--- config.mk ---
export PLATFORM = sky130hd
export DESIGN_NAME = pwr_idle_stepper
export DESIGN_NICKNAME = d
export VERILOG_FILES = /design/src/rtl/pis_pkg.sv /design/src/rtl/pis_prescale.sv /design/src/rtl/pis_step_sel.sv /design/src/rtl/pis_hk_timer.sv /design/src/rtl/pwr_idle_stepper.sv
export SDC_FILE = /design/constraint.sdc
export NUM_CORES = 1
export LEC_CHECK = 0
export BUFFER_PORTS_ARGS = -buffer_cell sky130_fd_sc_hd__buf_2
export CELL_PAD_IN_SITES_DETAIL_PLACEMENT = 1
export CELL_PAD_IN_SITES_GLOBAL_PLACEMENT = 2
export CORE_MARGIN = 8
export CORE_UTILIZATION = 30
export DETAILED_ROUTE_END_ITERATION = 12
export GPL_ROUTABILITY_DRIVEN = 0
export GPL_TIMING_DRIVEN = 0
export PLACE_DENSITY = 0.81
export SYNTH_ARGS = -nofsm -noshare
export SYNTH_HDL_FRONTEND = slang
export SYNTH_SLANG_ARGS = --single-unit
export TNS_END_PERCENT = 20
--- constraint.sdc ---
create_clock -name clk -period 6.66 [get_ports clk]
set_clock_uncertainty 0.1 [all_clocks]
set_input_delay 0 -clock clk [delete_from_list [all_inputs] [get_ports clk]]
set_output_delay 0 -clock clk [all_outputs]
set_load 0.02 [all_outputs]
--- src/rtl/pis_pkg.sv ---
package pis_pkg;

   typedef enum logic [1:0] {
      PS_ON   = 2'd0,
      PS_DOZE = 2'd1,
      PS_STBY = 2'd2,
      PS_SUSP = 2'd3
   } pis_state_e;

   function automatic pis_state_e pis_deeper(input pis_state_e s);
      case (s)
         PS_ON:   pis_deeper = PS_DOZE;
         PS_DOZE: pis_deeper = PS_STBY;
         default: pis_deeper = PS_SUSP;
      endcase
   endfunction

endpackage

--- src/rtl/pis_prescale.sv ---
module pis_prescale #(
   parameter int DIV = 2
) (
   input  logic clk,
   input  logic rst_n,
   input  logic en_i,
   input  logic tick_i,
   input  logic restart_i,
   output logic ptick_o
);
   localparam int PW = (DIV > 1) ? $clog2(DIV) : 1;

   logic [PW-1:0] pc;
   logic          wrap;

   generate
      if (DIV < 1) begin : g_bad_div
         $error("pis_prescale: DIV must be at least 1");
      end
      if (DIV == 1) begin : g_pass
         assign wrap = 1'b1;
      end else begin : g_div
         assign wrap = (pc == PW'(DIV - 1));
      end
   endgenerate

   always_ff @(posedge clk) begin
      if (!rst_n || restart_i) begin
         pc <= '0;
      end else if (en_i && tick_i) begin
         pc <= wrap ? '0 : pc + PW'(1);
      end
   end

   assign ptick_o = en_i && tick_i && !restart_i && wrap;
endmodule

--- src/rtl/pis_step_sel.sv ---
module pis_step_sel
   import pis_pkg::*;
#(
   parameter int CNT_W = 16
) (
   input  pis_state_e       state_i,
   input  logic [CNT_W-1:0] to_doze_i,
   input  logic [CNT_W-1:0] to_stby_i,
   input  logic [CNT_W-1:0] to_susp_i,
   output logic [CNT_W-1:0] cur_to_o,
   output logic [CNT_W-1:0] nxt_to_o
);
   always_comb begin
      case (state_i)
         PS_ON: begin
            cur_to_o = to_doze_i;
            nxt_to_o = to_stby_i;
         end
         PS_DOZE: begin
            cur_to_o = to_stby_i;
            nxt_to_o = to_susp_i;
         end
         PS_STBY: begin
            cur_to_o = to_susp_i;
            nxt_to_o = '0;
         end
         default: begin
            cur_to_o = '0;
            nxt_to_o = '0;
         end
      endcase
   end
endmodule

--- src/rtl/pis_hk_timer.sv ---
module pis_hk_timer #(
   parameter int CNT_W = 16
) (
   input  logic             clk,
   input  logic             rst_n,
   input  logic             load_i,
   input  logic             clear_i,
   input  logic             ptick_i,
   input  logic [CNT_W-1:0] len_i,
   output logic             busy_o
);
   logic [CNT_W-1:0] cnt;

   always_ff @(posedge clk) begin
      if (!rst_n || clear_i) begin
         cnt    <= '0;
         busy_o <= 1'b0;
      end else if (load_i) begin
         cnt    <= len_i;
         busy_o <= 1'b1;
      end else if (busy_o && ptick_i) begin
         if (cnt <= CNT_W'(1)) begin
            busy_o <= 1'b0;
            cnt    <= '0;
         end else begin
            cnt <= cnt - CNT_W'(1);
         end
      end
   end
endmodule

--- src/rtl/pwr_idle_stepper.sv ---
module pwr_idle_stepper
   import pis_pkg::*;
#(
   parameter int CNT_W     = 16,
   parameter int PRESC_DIV = 2
) (
   input  logic             clk,
   input  logic             rst_n,
   input  logic             pm_en_i,
   input  logic             sys_act_i,
   input  logic             hk_act_i,
   input  logic             tb_tick_i,
   input  logic [CNT_W-1:0] to_doze_i,
   input  logic [CNT_W-1:0] to_stby_i,
   input  logic [CNT_W-1:0] to_susp_i,
   input  logic [CNT_W-1:0] to_hk_i,
   output logic [1:0]       state_o,
   output logic             irq_o,
   output logic             hk_svc_o
);
   localparam logic [CNT_W-1:0] ONE = CNT_W'(1);

   generate
      if (CNT_W < 2) begin : g_bad_w
         $error("pwr_idle_stepper: CNT_W must be at least 2");
      end
   endgenerate

   pis_state_e       st;
   logic [CNT_W-1:0] idle_cnt;
   logic [CNT_W-1:0] cur_to, nxt_to;
   logic             ptick, hk_busy, hk_take, low_pwr, step_on, advance;

   pis_prescale #(.DIV(PRESC_DIV)) u_presc (
      .clk       (clk),
      .rst_n     (rst_n),
      .en_i      (pm_en_i),
      .tick_i    (tb_tick_i),
      .restart_i (sys_act_i),
      .ptick_o   (ptick)
   );

   pis_step_sel #(.CNT_W(CNT_W)) u_sel (
      .state_i   (st),
      .to_doze_i (to_doze_i),
      .to_stby_i (to_stby_i),
      .to_susp_i (to_susp_i),
      .cur_to_o  (cur_to),
      .nxt_to_o  (nxt_to)
   );

   assign low_pwr = (st == PS_DOZE) || (st == PS_STBY);
   assign hk_take = hk_act_i && !sys_act_i && low_pwr && (to_hk_i != '0);

   pis_hk_timer #(.CNT_W(CNT_W)) u_hk (
      .clk     (clk),
      .rst_n   (rst_n),
      .load_i  (hk_take),
      .clear_i (sys_act_i),
      .ptick_i (ptick),
      .len_i   (to_hk_i),
      .busy_o  (hk_busy)
   );

   // idle countdown runs only when no wake, no service window, step enabled
   assign step_on = ptick && !sys_act_i && !hk_take && !hk_busy && (cur_to != '0);
   assign advance = step_on && (idle_cnt <= ONE);

   always_ff @(posedge clk) begin
      if (!rst_n) begin
         st       <= PS_ON;
         idle_cnt <= to_doze_i;
         irq_o    <= 1'b0;
      end else begin
         irq_o <= (sys_act_i && (st != PS_ON)) || advance;
         if (sys_act_i) begin
            st       <= PS_ON;
            idle_cnt <= to_doze_i;
         end else if (advance) begin
            st       <= pis_deeper(st);
            idle_cnt <= nxt_to;
         end else if (step_on) begin
            idle_cnt <= idle_cnt - ONE;
         end
      end
   end

   assign state_o  = st;
   assign hk_svc_o = hk_busy;
endmodule

---- Word level (Yosys, flattened, before mapping) ----
Index checks and enable logic that the tools add are counted.
word-level totals
  register bits after elaboration ......... 37
  bits of input ports ..................... 70
  output and inout port bits .............. 4
  word-level logic and storage cells ...... 57
operators by class
  add/subtract/negate cells ............... 3
  order comparisons ....................... 2
  equal/unequal tests ..................... 3
  mux-type cells .......................... 14
  bitwise logic cells ..................... 1
  reductions and logical operators ........ 28
operators with widths
  kind                   number
  $mux 16                7
  $pmux 16 s3            1
  $le 16x1->1 const B    2
  $pmux 16 s2            1
  $reduce_bool 16->1     2
  $sub 16x1->16 const B  2
  $logic_and 1x1->1      13
  $reduce_bool 2->1      3
  $logic_not 1->1        4
  $mux 1                 4
  $ne 4x1->1 const B     1
  $pmux 2 s2             1
  $logic_or 1x1->1       3
  $eq 2x1->1 const B     1
  $eq 2x2->1 const B     1
  $logic_not 2->1        1
  $reduce_and 2->1       1
  $reduce_or 2->1        1
  $add 1x1->1 const B    1
  $not 1->1              1

---- Logic depth before layout (Yosys ltp) ----
Gate-level depths: netlist of the first run.
  word-level depth ........................ 12
  mapped depth ............................ 9
  depth with buffers taken out ............ 7

---- By module ----
From an unflattened synthesis of the first run, not the netlist that was laid out.
second synthesis, totals
  cells, all modules ...................... 379
  area total of the unflattened synthesis .. 3329.4 µm²
by module, submodules not included
  module            times used  cells an instance  area an instance (µm²)  sequential area each (µm²)
  pwr_idle_stepper  1           169                1478.9                  540.5
  pis_hk_timer      1           129                1157.4                  340.3
  pis_step_sel      1           75                 629.4                   0.0
  pis_prescale      1           6                  63.8                    20.0

---- Worst setup path after synthesis of the first run ----
OpenSTA, ideal clock, no wires.
  path type ............................... reg-to-reg
  start ................................... register st[0], in the netlist state_o[0]
  end ..................................... register idle_cnt[0], enable pin
  setup time .............................. 373 ps
  arrival ................................. 2066 ps
  data required time ...................... 6187 ps
  setup slack ............................. 4122 ps
  cell stages (with the launch flop) ...... 8
  buffers on the path ..................... 2
  period minus slack after synthesis ...... 2538 ps
  cell sequence ........................... dfxtp_1 ha_1 clkbuf_1 inv_1 a41oi_1 or3_1 clkbuf_1 a41o_1
between the ends
  longest elaborated chain between the ends .. 10
  elaborated cells between the ends (all ways) .. 14
  classes of those cells .................. 3 x eq/ne; 1 x mux; 10 x reduce/logical
RTL lines
  what                                                 line                    text
  start: declaration                                   pwr_idle_stepper.sv:29  pis_state_e st;
  start signal: assignment                             pwr_idle_stepper.sv:80  st <= pis_deeper(st);
  branches (longest 7 deep; another with $pmux 16 s3)  n/a
  $logic_and 1x1->1 *                                  pwr_idle_stepper.sv:66  assign step_on = ptick && !sys_act_i && !hk_take && !hk_busy && (cur_to != '0);
  $logic_and 1x1->1                                    pwr_idle_stepper.sv:67  assign advance = step_on && (idle_cnt <= ONE);
  $ne 4x1->1 (no line) *                               n/a
  end signal: assignment                               pwr_idle_stepper.sv:72  idle_cnt <= to_doze_i;
  end signal: assignment                               pwr_idle_stepper.sv:78  idle_cnt <= to_doze_i;
  end signal: assignment                               pwr_idle_stepper.sv:81  idle_cnt <= nxt_to;
  end: declaration                                     pwr_idle_stepper.sv:30  logic [CNT_W-1:0] idle_cnt;
Mark *: on every way between the ends.
A chain may end at the register's enable or synchronous reset.

---- Worst setup path in the final report of the first run ----
  start ................................... register st[0], in the netlist state_o[0]
  end ..................................... register idle_cnt[13] (data pin)
between the ends
  longest elaborated chain between the ends .. 12
  elaborated cells between the ends (all ways) .. 17
  classes of those cells .................. 2 x eq/ne; 5 x mux; 10 x reduce/logical
RTL lines
  what                                                 line                    text
  branches (longest 9 deep; another with $pmux 16 s3)  n/a
  $mux 16 *                                            pwr_idle_stepper.sv:79  end else if (advance) begin
  $mux 16 *                                            pwr_idle_stepper.sv:76  if (sys_act_i) begin
  $mux 16 *                                            pwr_idle_stepper.sv:70  if (!rst_n) begin
Marks and branches as above.

==> results by group, run 1 <==
Run status
  – Result of the run: complete, no violations

Route
  – Routed vias: 3263
  – Final WL: 11510 um
  – Drt wl/cell: 19.87 um
  – First-iteration detailed-routing DRC count: 105
  – Vias per cell: 5.636
  – Final ANT Viol Nets: 0
  – TritonRoute pass-1 iters: 4
  – Residual DRC: 0

Floorplanning
  – Die area: 12650 um^2
  – Chip width: 112.5 um
  – Core area: 9153 um^2
  – Chip height: 112.5 um
  – Initial core utilization: 30.51%
  – I/O pins: 74
  – Cell Rows: 35

Synthesis
  – Mapped cell area: 2793 um^2
  – EDFF count, synth: 16
  – Yosys cell types: 49
  – Post-synth top flop: dfxtp_1
  – Ranking of synthesized cells by area: edfxtp_1 17%, dfxtp_1 15%, o21ai_0 7.0%
  – Mux contribution to synthesized area: 0%
  – Sequential area share after synthesis: 32.26%
  – Synth Area in Compound Gates: 30.47%
  – Synth top area share: 17.20%
  – Top cells by count, synth: 39 x o21ai_0, 29 x a21oi_1, 27 x nand2_1
  – Simple-gate share of the synthesized area: 24.78%
  – Top-count cell post-synth: o21ai_0
  – Synth Area per Inst: 7.934 um^2
  – Ys async rst share: 0%
  – Synth area leader: edfxtp_1
  – Post-Synth XOR/XNOR Area: 4.077%
  – Adder-Cell Fraction of Synth Area: 3.584%
  – Synth warn: 0
  – Mapped Cells: 352
  – #FFs+latches synth: 37
  – Largest family of logic cells by synthesized area: compound AO/OA/AOI/OAI gates
  – Syn_nets: 430

Global routing
  – Total GRT Usage: 18.10%
  – Remaining Overflow, GRT: 0
  – Met2 global-route usage: 31.75%
  – Largest net degree at the start of global routing: 17
  – M1 GR Usage: 22.15%
  – Initial antenna violation count: 0
  – Most used routing layer: met2
  – Vias in the first global route: 3528
  – First-pass GRT wire length: 18510 um
  – Grt met3 use: 3.435%

Cells and area
  – Nets: 545
  – Inserted Diodes: 0
  – Cell area after layout: 3776 um^2
  – P&R area growth vs syn: 35.22%
  – Share of cells above drive strength 1: 19.66%

STA
  – Setup TNS: 0 ns
  – Worst slew pin tran: 1.147 ns
  – Maximum clock rate: 0.3073 GHz
  – RSZ-0062 raised after global routing: no
  – Setup violators final: 0
  – Final Hold Fails: 0
  – Fin crit share: 48.86%
  – Slew HR: 22.98%
  – Slew Limit Fails: 0
  – Period minus WS final: 3.254 ns

CTS
  – PostCTS Resize Cnt: 0
  – CTS sink count: 37
  – H-tree depth: 2
  – CTS tree: yes
  – CTS clk-pin slew, worst paths: 0.08 ns
  – Root Buffer: clkbuf_8
  – Postcts setup bufs: 0
  – Clock Latency Late Sink: 0.29 ns
  – Num CTS Buffers: 5
  – CTS max path bufs: 2

Critical path
  – CP required: 6.67 ns
  – Flop-to-flop setup slack: 3.41 ns
  – Worst setup SP type: flop
  – CP endpoint kind: flop
  – Critical Path AT: 3.27 ns
  – Worst Setup Path Type: flop to flop
  – CP max FO: 10

Power
  – Pwr per Cell Area: 155.3 nW/um^2
  – Static Leakage: 1.486 nW
  – Worst VDD drop: 0.0001075 V

Placed design
  – DP Wirelength: 8803 um
  – Port bufs: 73
  – Dpl cell area: 3297 um^2

Job
  – Max-cap violations: 0

Worst hold path
  – Min-Delay Path Class: input pin to flop
==> report_power, final <==
| group | switching (mW) | internal, mW | total, mW |
|---|---|---|---|
| Sequential | 0.0116 | 0.249 | 0.261 |
| Combinational | 0.0484 | 0.0514 | 0.0998 |
| Clock | 0.0916 | 0.134 | 0.226 |
==> sequential cells by signal, indices dropped and copies added, names as in the netlist <==
register     flops
state_o          2
u_hk.busy_o      1
idle_cnt        16
irq_o            1
u_presc.pc       1
u_hk.cnt        16
==> final timing paths <==
check / from / to / cells past startpoint
hold / removal: sys_act_i / irq_o / 3
setup / recovery: state_o[0] / idle_cnt[13] / 9
hold reg to reg: u_hk.cnt[11] / u_hk.cnt[11] / 2
setup reg to reg: state_o[0] / idle_cnt[13] / 9
==> layout make-up <==
cell class / count / area, um^2
inverters: 10 / 37.54
clock buffers: 6 / 93.84
clock inverters: 2 / 35.03
plain buffers: 25 / 97.59
fillers: 1132 / 5376
well taps: 111 / 138.9
repair buffers: 108 / 715.7
multi-input cells: 280 / 1757
flip-flops and latches: 37 / 900.9
==> placed cells by master (no fill, tap or decap), types with 20 or more instances in the layout <==
cell / instances
nand2_1: 27
buf_2: 76
a21oi_1: 29
o21ai_0: 39
dlygate4sd3_1: 35
clkbuf_1: 21
nor2_1: 23
dfxtp_1: 21
nor4_1: 20
==> cell families (layout without fill, tap and decap cells) <==
kind of cell / count (synthesis) / in the layout
XOR/XNOR: 13 / 13
buffers and inverters: 35 / 151
adder cells (fa/ha/maj): 8 / 8
flip-flops: 37 / 37
AND/OR/NAND/NOR: 126 / 126
AO/OA/AOI/OAI: 133 / 133
==> layer usage <==
layer  up-vias  part of all wire (%)
met4         0                   1.3
met5         -                     0
met2        71                    49
met1      1598                    46
li1       1584                     -
met3        10                   3.8
==> worst max-delay path: stages (launching register included) <==
cell,delay [ns]
dfxtp_1,0.47
inv_1,0.11
ha_1,0.20
clkbuf_1,0.22
inv_1,0.20
a41oi_1,0.08
nor3_1,0.91
clkbuf_1,0.42
o31ai_1,0.13
o21ai_0,0.23
==> through the flow <==
step / std cells / total power [mW] / hold slack [ns] / setup WS (ns) / utilization [%]
after floorplan: 352 / 0.3045 / 0.02817 / 4.122 / -
after global placement: 536 / 0.3468 / 0.1831 / 3.498 / 36.02
after detailed placement: 536 / 0.3494 / 0.1596 / 3.461 / 36.02
after CTS: 579 / 0.5869 / 0.008193 / 3.443 / 41.26
after global routing: 579 / 0.6076 / 0.03896 / 3.154 / 41.26
final: 579 / 0.5863 / 0.005857 / 3.406 / 41.26
==> what timing repair did <==
| item | 4_1_cts | 5_1_grt |
|---|---|---|
| hold buffers | 35 | 0 |
| hold endpoints to repair | 34 | 0 |
| endpoints found under the setup margin | 0 | 0 |
(Power assumes the default switching activity.)
==> run 2: changes to the inputs <==
--- a/config.mk
+++ b/config.mk
@@ -9,11 +9,11 @@
 export CELL_PAD_IN_SITES_DETAIL_PLACEMENT = 1
 export CELL_PAD_IN_SITES_GLOBAL_PLACEMENT = 2
 export CORE_MARGIN = 8
-export CORE_UTILIZATION = 30
+export CORE_UTILIZATION = 27
 export DETAILED_ROUTE_END_ITERATION = 12
 export GPL_ROUTABILITY_DRIVEN = 0
 export GPL_TIMING_DRIVEN = 0
-export PLACE_DENSITY = 0.81
+export PLACE_DENSITY = 0.77
 export SYNTH_ARGS = -nofsm -noshare
 export SYNTH_HDL_FRONTEND = slang
 export SYNTH_SLANG_ARGS = --single-unit
==> constraint.sdc (replaced) <==
create_clock -name clk -period 2.7 [get_ports clk]
set_clock_uncertainty 0.1 [all_clocks]
set_input_delay 0 -clock clk [delete_from_list [all_inputs] [get_ports clk]]
set_output_delay 0 -clock clk [all_outputs]
set_load 0.02 [all_outputs]
==> results by group, run 2 (synthesized netlist as in run 1, its figures left out) <==
Critical path
  – Worst Setup Path Type: input pin to flop
  – Reg2Reg Depth: 7
  – Critical Path AT: 2.51 ns
  – Bufs and invs on worst path: 3
  – Flop-to-flop setup slack: 0.15 ns
  – Critical-path cell list: dlygate4sd3_1, buf_2, nor4_1, a41oi_1, or3_1, clkbuf_2, a211oi_1, o21ai_0
  – Worst setup SP type: input pin
  – CP endpoint kind: flop
  – CP required: 2.63 ns
  – Largest delay share family, worst path: buffers and inverters
  – RR Startpoint: idle_cnt[6]
  – Largest stage delay on the critical path: 0.54 ns
  – Critical R2R Capture: idle_cnt[11]
  – Slowest-stage cell, CP: dlygate4sd3_1
  – CP max FO: 10

Floorplanning
  – Die area: 13850 um^2
  – Core area: 10180 um^2
  – I/O pins: 74
  – Initial core utilization: 27.42%
  – Chip height: 117.7 um
  – Chip width: 117.7 um
  – Cell Rows: 37

Global routing
  – Largest net degree at the start of global routing: 17
  – Vias in the first global route: 3544
  – Total GRT Usage: 16.75%
  – First-pass GRT wire length: 19060 um
  – Remaining Overflow, GRT: 0
  – Initial antenna violation count: 0

Run status
  – Violated checks: hold timing
  – Result of the run: finished, violations left

Worst hold path
  – Sink of the worst hold path: irq_o
  – Worst Hold Path Cells: 3
  – Hold Crit Start: sys_act_i
  – Min-Delay Path Class: input pin to flop

Cells and area
  – P&R area growth vs syn: 37.10%
  – Nets: 543
  – Most common cell after layout, fill and taps aside: buf_2
  – Inserted Diodes: 0
  – Share of cells above drive strength 1: 22.53%
  – Most frequent cells in the layout: 76 x buf_2, 39 x o21ai_0, 34 x dlygate4sd3_1

Power
  – PnR Total Power: 1.321 mW
  – Worst VDD drop: 0.0001896 V
  – Static Leakage: 1.499 nW
  – Pwr per Cell Area: 345.0 nW/um^2

Route
  – TritonRoute pass-1 iters: 4
  – Residual DRC: 0
  – Final ANT Viol Nets: 0
  – Routed vias: 3269
  – Final WL: 11580 um
  – Drt wl/cell: 19.24 um
  – First-iteration detailed-routing DRC count: 126
  – Vias per cell: 5.430

STA
  – Final Hold Fails: 1
  – Period minus WS final: 2.589 ns
  – Slew Limit Fails: 0
  – Fin crit share: 95.90%
  – Final WS setup: 0.1107 ns
  – Setup violators final: 0
  – Maximum clock rate: 0.3862 GHz
  – RSZ-0062 raised after global routing: no
  – WHS: -0.002961 ns
  – Slew HR: 48.03%
  – Worst slew pin tran: 0.7725 ns

CTS
  – Clock Latency Late Sink: 0.29 ns
  – CTS clk-pin slew, worst paths: 0.08 ns
  – Root Buffer: clkbuf_8
  – Num CTS Buffers: 5
  – H-tree depth: 2
  – CTS sink count: 37
  – CTS tree: yes
  – CTS max path bufs: 2

Placed design
  – Port bufs: 73
  – DP Worst Slack: -0.5107 ns
  – DP Wirelength: 8803 um

Job
  – Max-cap violations: 0
-- run 2: repair_timing --
action | in CTS | in global routing
hold endpoints to repair | 33 | 0
hold buffers | 34 | 0
resized for setup | 7 | 16
pin swaps | 1 | 1
setup endpoints to repair | 34 | 36
setup buffers | 1 | 0
-- run 2: worst max-delay path by stage --
stage | start | to | slack [ns] | cells past startpoint
floorplan | state_o[0] | idle_cnt[0] | 0.16 | 7
global placement | state_o[0] | idle_cnt[5] | -0.50 | 8
detailed placement | state_o[1] | idle_cnt[4] | -0.51 | 8
CTS | u_hk.cnt[2] | u_hk.cnt[14] | 0.02 | 7
global route | idle_cnt[6] | idle_cnt[9] | 0.01 | 7
finish | to_doze_i[0] | idle_cnt[15] | 0.11 | 8
-- run 2: final cells by class --
cell class	instances	area, um^2
multi-input combinational	280	1818
inverter	10	37.54
clock buffer	8	90.09
sequential	37	900.9
timing repair buffer	108	713.2
fill	1258	6356
tap	136	170.2
buffer	23	98.84
-- run 2: per-layer routing --
layer / track usage, % / vias up / part of all wire (%)
met2: 30.05 / 56 / 51
met4: 3.923 / 0 / 0.82
li1: - / 1592 / -
met1: 20.43 / 1615 / 45
met3: 2.590 / 6 / 2.5
met5: 0 / - / 0
-- run 2: metrics by stage --
step	area [um^2]	std cells	setup TNS (ns)	util, %
4_1_cts	3792	602	0	37.24
6_report	3829	602	0	37.59
3_5_place_dp	3328	561	-11.96	32.68
5_1_grt	3829	602	0	37.59
2_1_floorplan	2793	352	0	-
3_3_place_gp	3328	561	-10.94	32.68
-- run 2: where the power goes --
| group | total, mW | switching, mW | internal, mW |
|---|---|---|---|
| combinational | 0.244 | 0.116 | 0.128 |
| sequential | 0.647 | 0.0323 | 0.615 |
| clock | 0.430 | 0.221 | 0.209 |
| total | 1.32 | 0.369 | 0.952 |
-- run 2: worst reg2reg max path: cells and delay by family, from the launching register on --
kind / cells / cell delay [ns]
flops: 1 / 0.48
simple gates: 1 / 0.58
compound gates: 4 / 0.72
buf+inv: 2 / 0.50
==> run 3: changes to the inputs <==
--- a/config.mk
+++ b/config.mk
@@ -9,12 +9,13 @@
 export CELL_PAD_IN_SITES_DETAIL_PLACEMENT = 1
 export CELL_PAD_IN_SITES_GLOBAL_PLACEMENT = 2
 export CORE_MARGIN = 8
-export CORE_UTILIZATION = 27
+export CORE_UTILIZATION = 30
 export DETAILED_ROUTE_END_ITERATION = 12
 export GPL_ROUTABILITY_DRIVEN = 0
 export GPL_TIMING_DRIVEN = 0
-export PLACE_DENSITY = 0.77
+export PLACE_DENSITY = 0.76
 export SYNTH_ARGS = -nofsm -noshare
 export SYNTH_HDL_FRONTEND = slang
+export SYNTH_HIERARCHICAL = 1
 export SYNTH_SLANG_ARGS = --single-unit
 export TNS_END_PERCENT = 20
==> constraint.sdc (replaced) <==
create_clock -name clk -period 2.85 [get_ports clk]
set_clock_uncertainty 0.1 [all_clocks]
set_input_delay 0 -clock clk [delete_from_list [all_inputs] [get_ports clk]]
set_output_delay 0 -clock clk [all_outputs]
set_load 0.02 [all_outputs]
==> results by group, run 3 <==
Run status
  – Result of the run: complete, no violations

CTS
  – H-tree depth: 2
  – CTS clk-pin slew, worst paths: 0.09 ns
  – CTS max path bufs: 2
  – Num CTS Buffers: 5
  – Root Buffer: clkbuf_8
  – CTS sink count: 37
  – CTS tree: yes
  – Clock Latency Late Sink: 0.31 ns

Global routing
  – Remaining Overflow, GRT: 0
  – First-pass GRT wire length: 20270 um
  – Total GRT Usage: 17.27%
  – Vias in the first global route: 3783
  – Initial antenna violation count: 0
  – Largest net degree at the start of global routing: 17

Floorplanning
  – I/O pins: 74
  – Core area: 10840 um^2
  – Die area: 14720 um^2
  – Cell Rows: 38
  – Initial core utilization: 30.71%
  – Chip height: 121.3 um
  – Chip width: 121.3 um

Cells and area
  – Most common cell after layout, fill and taps aside: buf_2
  – Share of cells above drive strength 1: 26.92%
  – Fill count: 1292
  – Multi-input logic area: 2283 um^2
  – Inserted Diodes: 0
  – P&R area growth vs syn: 31.38%
  – Nets: 570
  – FF+latch area: 905.9 um^2
  – Cell area after layout: 4374 um^2
  – Most frequent cells in the layout: 77 x buf_2, 33 x nand2_1, 33 x dlygate4sd3_1, 33 x mux2i_1, 29 x nor2_1

Critical path
  – Flop-to-flop setup slack: 0.08 ns
  – CP max FO: 10
  – Worst setup SP type: flop
  – Cell depth of the worst setup path: 11
  – Crit path launch: state_o[0]
  – Critical R2R Capture: idle_cnt[15]
  – Reg2Reg Depth: 11
  – Critical-path cell list: buf_6, nor2b_4, buf_6, buf_8, o2bb2ai_1, nor4_2, and4_4, a2111oi_4, buf_4, a211oi_1, o21ai_0
  – Slowest-stage cell, CP: nor4_2
  – RR Startpoint: state_o[0]
  – Worst Setup Path Type: flop to flop
  – Bufs and invs on worst path: 4
  – Critical Path AT: 2.71 ns
  – Largest delay share family, worst path: simple AND/OR/NAND/NOR gates
  – CP required: 2.79 ns
  – Largest stage delay on the critical path: 0.40 ns
  – CP endpoint kind: flop
  – CP endpoint: idle_cnt[15]
  – Cell mode on critical path: buf_6

STA
  – Slew HR: 39.15%
  – Period minus WS final: 2.770 ns
  – Setup violators final: 0
  – Fin crit share: 97.18%
  – Slew Limit Fails: 0
  – Maximum clock rate: 0.3611 GHz
  – Final Hold Fails: 0
  – Worst slew pin tran: 0.9107 ns
  – RSZ-0062 raised after global routing: no

Worst hold path
  – Min-Delay Path Class: input pin to flop

Route
  – Drt wl/cell: 19.83 um
  – Final WL: 12570 um
  – Final ANT Viol Nets: 0
  – Residual DRC: 0
  – TritonRoute pass-1 iters: 4
  – Routed vias: 3424
  – Vias per cell: 5.401
  – First-iteration detailed-routing DRC count: 107

Power
  – PnR Total Power: 1.251 mW
  – Pwr per Cell Area: 286.1 nW/um^2
  – Static Leakage: 1.630 nW
  – Worst VDD drop: 0.0001455 V

Synthesis
  – Top cells by count, synth: 34 x nand2_1, 33 x mux2i_1, 29 x nor2_1
  – Sequential area share after synthesis: 27.06%
  – Mapped cell area: 3329 um^2
  – Synth Area per Inst: 8.785 um^2
  – Synth warn: 6
  – Syn_nets: 456
  – #FFs+latches synth: 37
  – Yosys cell types: 69
  – Ranking of synthesized cells by area: edfxtp_1 14%, dfxtp_1 13%, mux2i_1 9.9%
  – Synth top area share: 14.43%
  – Mapped Cells: 379
  – Ys async rst share: 0%
  – Top-count cell post-synth: nand2_1
  – Synth area leader: edfxtp_1
  – EDFF count, synth: 16
  – Post-synth top flop: dfxtp_1

Placed design
  – DP Wirelength: 9409 um
  – Dpl cell area: 3870 um^2
  – Port bufs: 73

Job
  – Max-cap violations: 0
[run 3: power breakdown]
part	internal [mW]	leakage, nW	total, mW	switching, mW
combinational	0.125	1.25	0.247	0.121
sequential	0.581	0.336	0.612	0.0309
clock	0.170	0.0450	0.393	0.222
[run 3: layout make-up]
class | count | area share (%)
tap | 140 | 4.005
timing repair buffer | 107 | 16.08
multi-input combinational | 308 | 52.20
buffer | 24 | 4.262
inverter | 10 | 0.8581
clock buffer | 6 | 1.659
sequential | 37 | 20.71
clock inverter | 2 | 0.2288
[run 3: kinds of logic after synthesis]
family          Yosys count  synth area share (%)
compound gates          116                 24.80
xor+xnor                 20                 5.261
fa+ha+maj                 7                 2.630
buf+inv                  34                 6.351
flops                    37                 27.06
mux                      34                 10.26
simple gates            131                 23.64
[run 3: through the flow]
stage	utilization, %	hold WS [ns]	std cells	setup TNS [ns]	setup slack [ns]
after global placement	35.70	0.1263	592	-24.17	-1.018
after CTS	40.07	0.002126	634	0	0.01174
final	40.35	0.01562	634	0	0.08042
after floorplan	-	0.01460	379	0	0.01904
after global routing	40.35	0.02886	634	0	0.004817
after detailed placement	35.70	0.1374	592	-26.99	-1.126
[run 3: per-layer routing]
layer	vias up	track usage, %	routed length, um
met2	57	33.39	6954
li1	1666	-	-
met5	-	0	0
met4	0	4.780	128
met1	1689	18.96	5101
met3	12	2.420	389
[run 3: worst min-delay path by stage]
stage | startpoint | to | depth (start not counted)
finish | to_hk_i[12] | u_hk/cnt[12] | 5
global route | to_hk_i[6] | u_hk/cnt[6] | 4
CTS | to_hk_i[6] | u_hk/cnt[6] | 4
detailed placement | to_hk_i[2] | u_hk/cnt[2] | 3
global placement | to_hk_i[4] | u_hk/cnt[4] | 3
floorplan | to_hk_i[10] | u_hk/cnt[10] | 2
[run 3: what timing repair did]
| item | CTS | global route |
|---|---|---|
| endpoints found under the hold margin | 31 | 0 |
| pin swaps | 2 | 5 |
| gates resized for setup | 14 | 10 |
| hold buffers | 33 | 0 |
| setup endpoints to repair | 35 | 41 |
| buffers inserted | 1 | 0 |
[run 3: worst reg2reg max path, delay by kind of cell (launching register included)]
| family | cells | cell delay, ns |
|---|---|---|
| buffers and inverters | 4 | 0.59 |
| AO/OA/AOI/OAI | 4 | 0.60 |
| AND/OR/NAND/NOR | 3 | 0.84 |
| flip-flops | 1 | 0.37 |
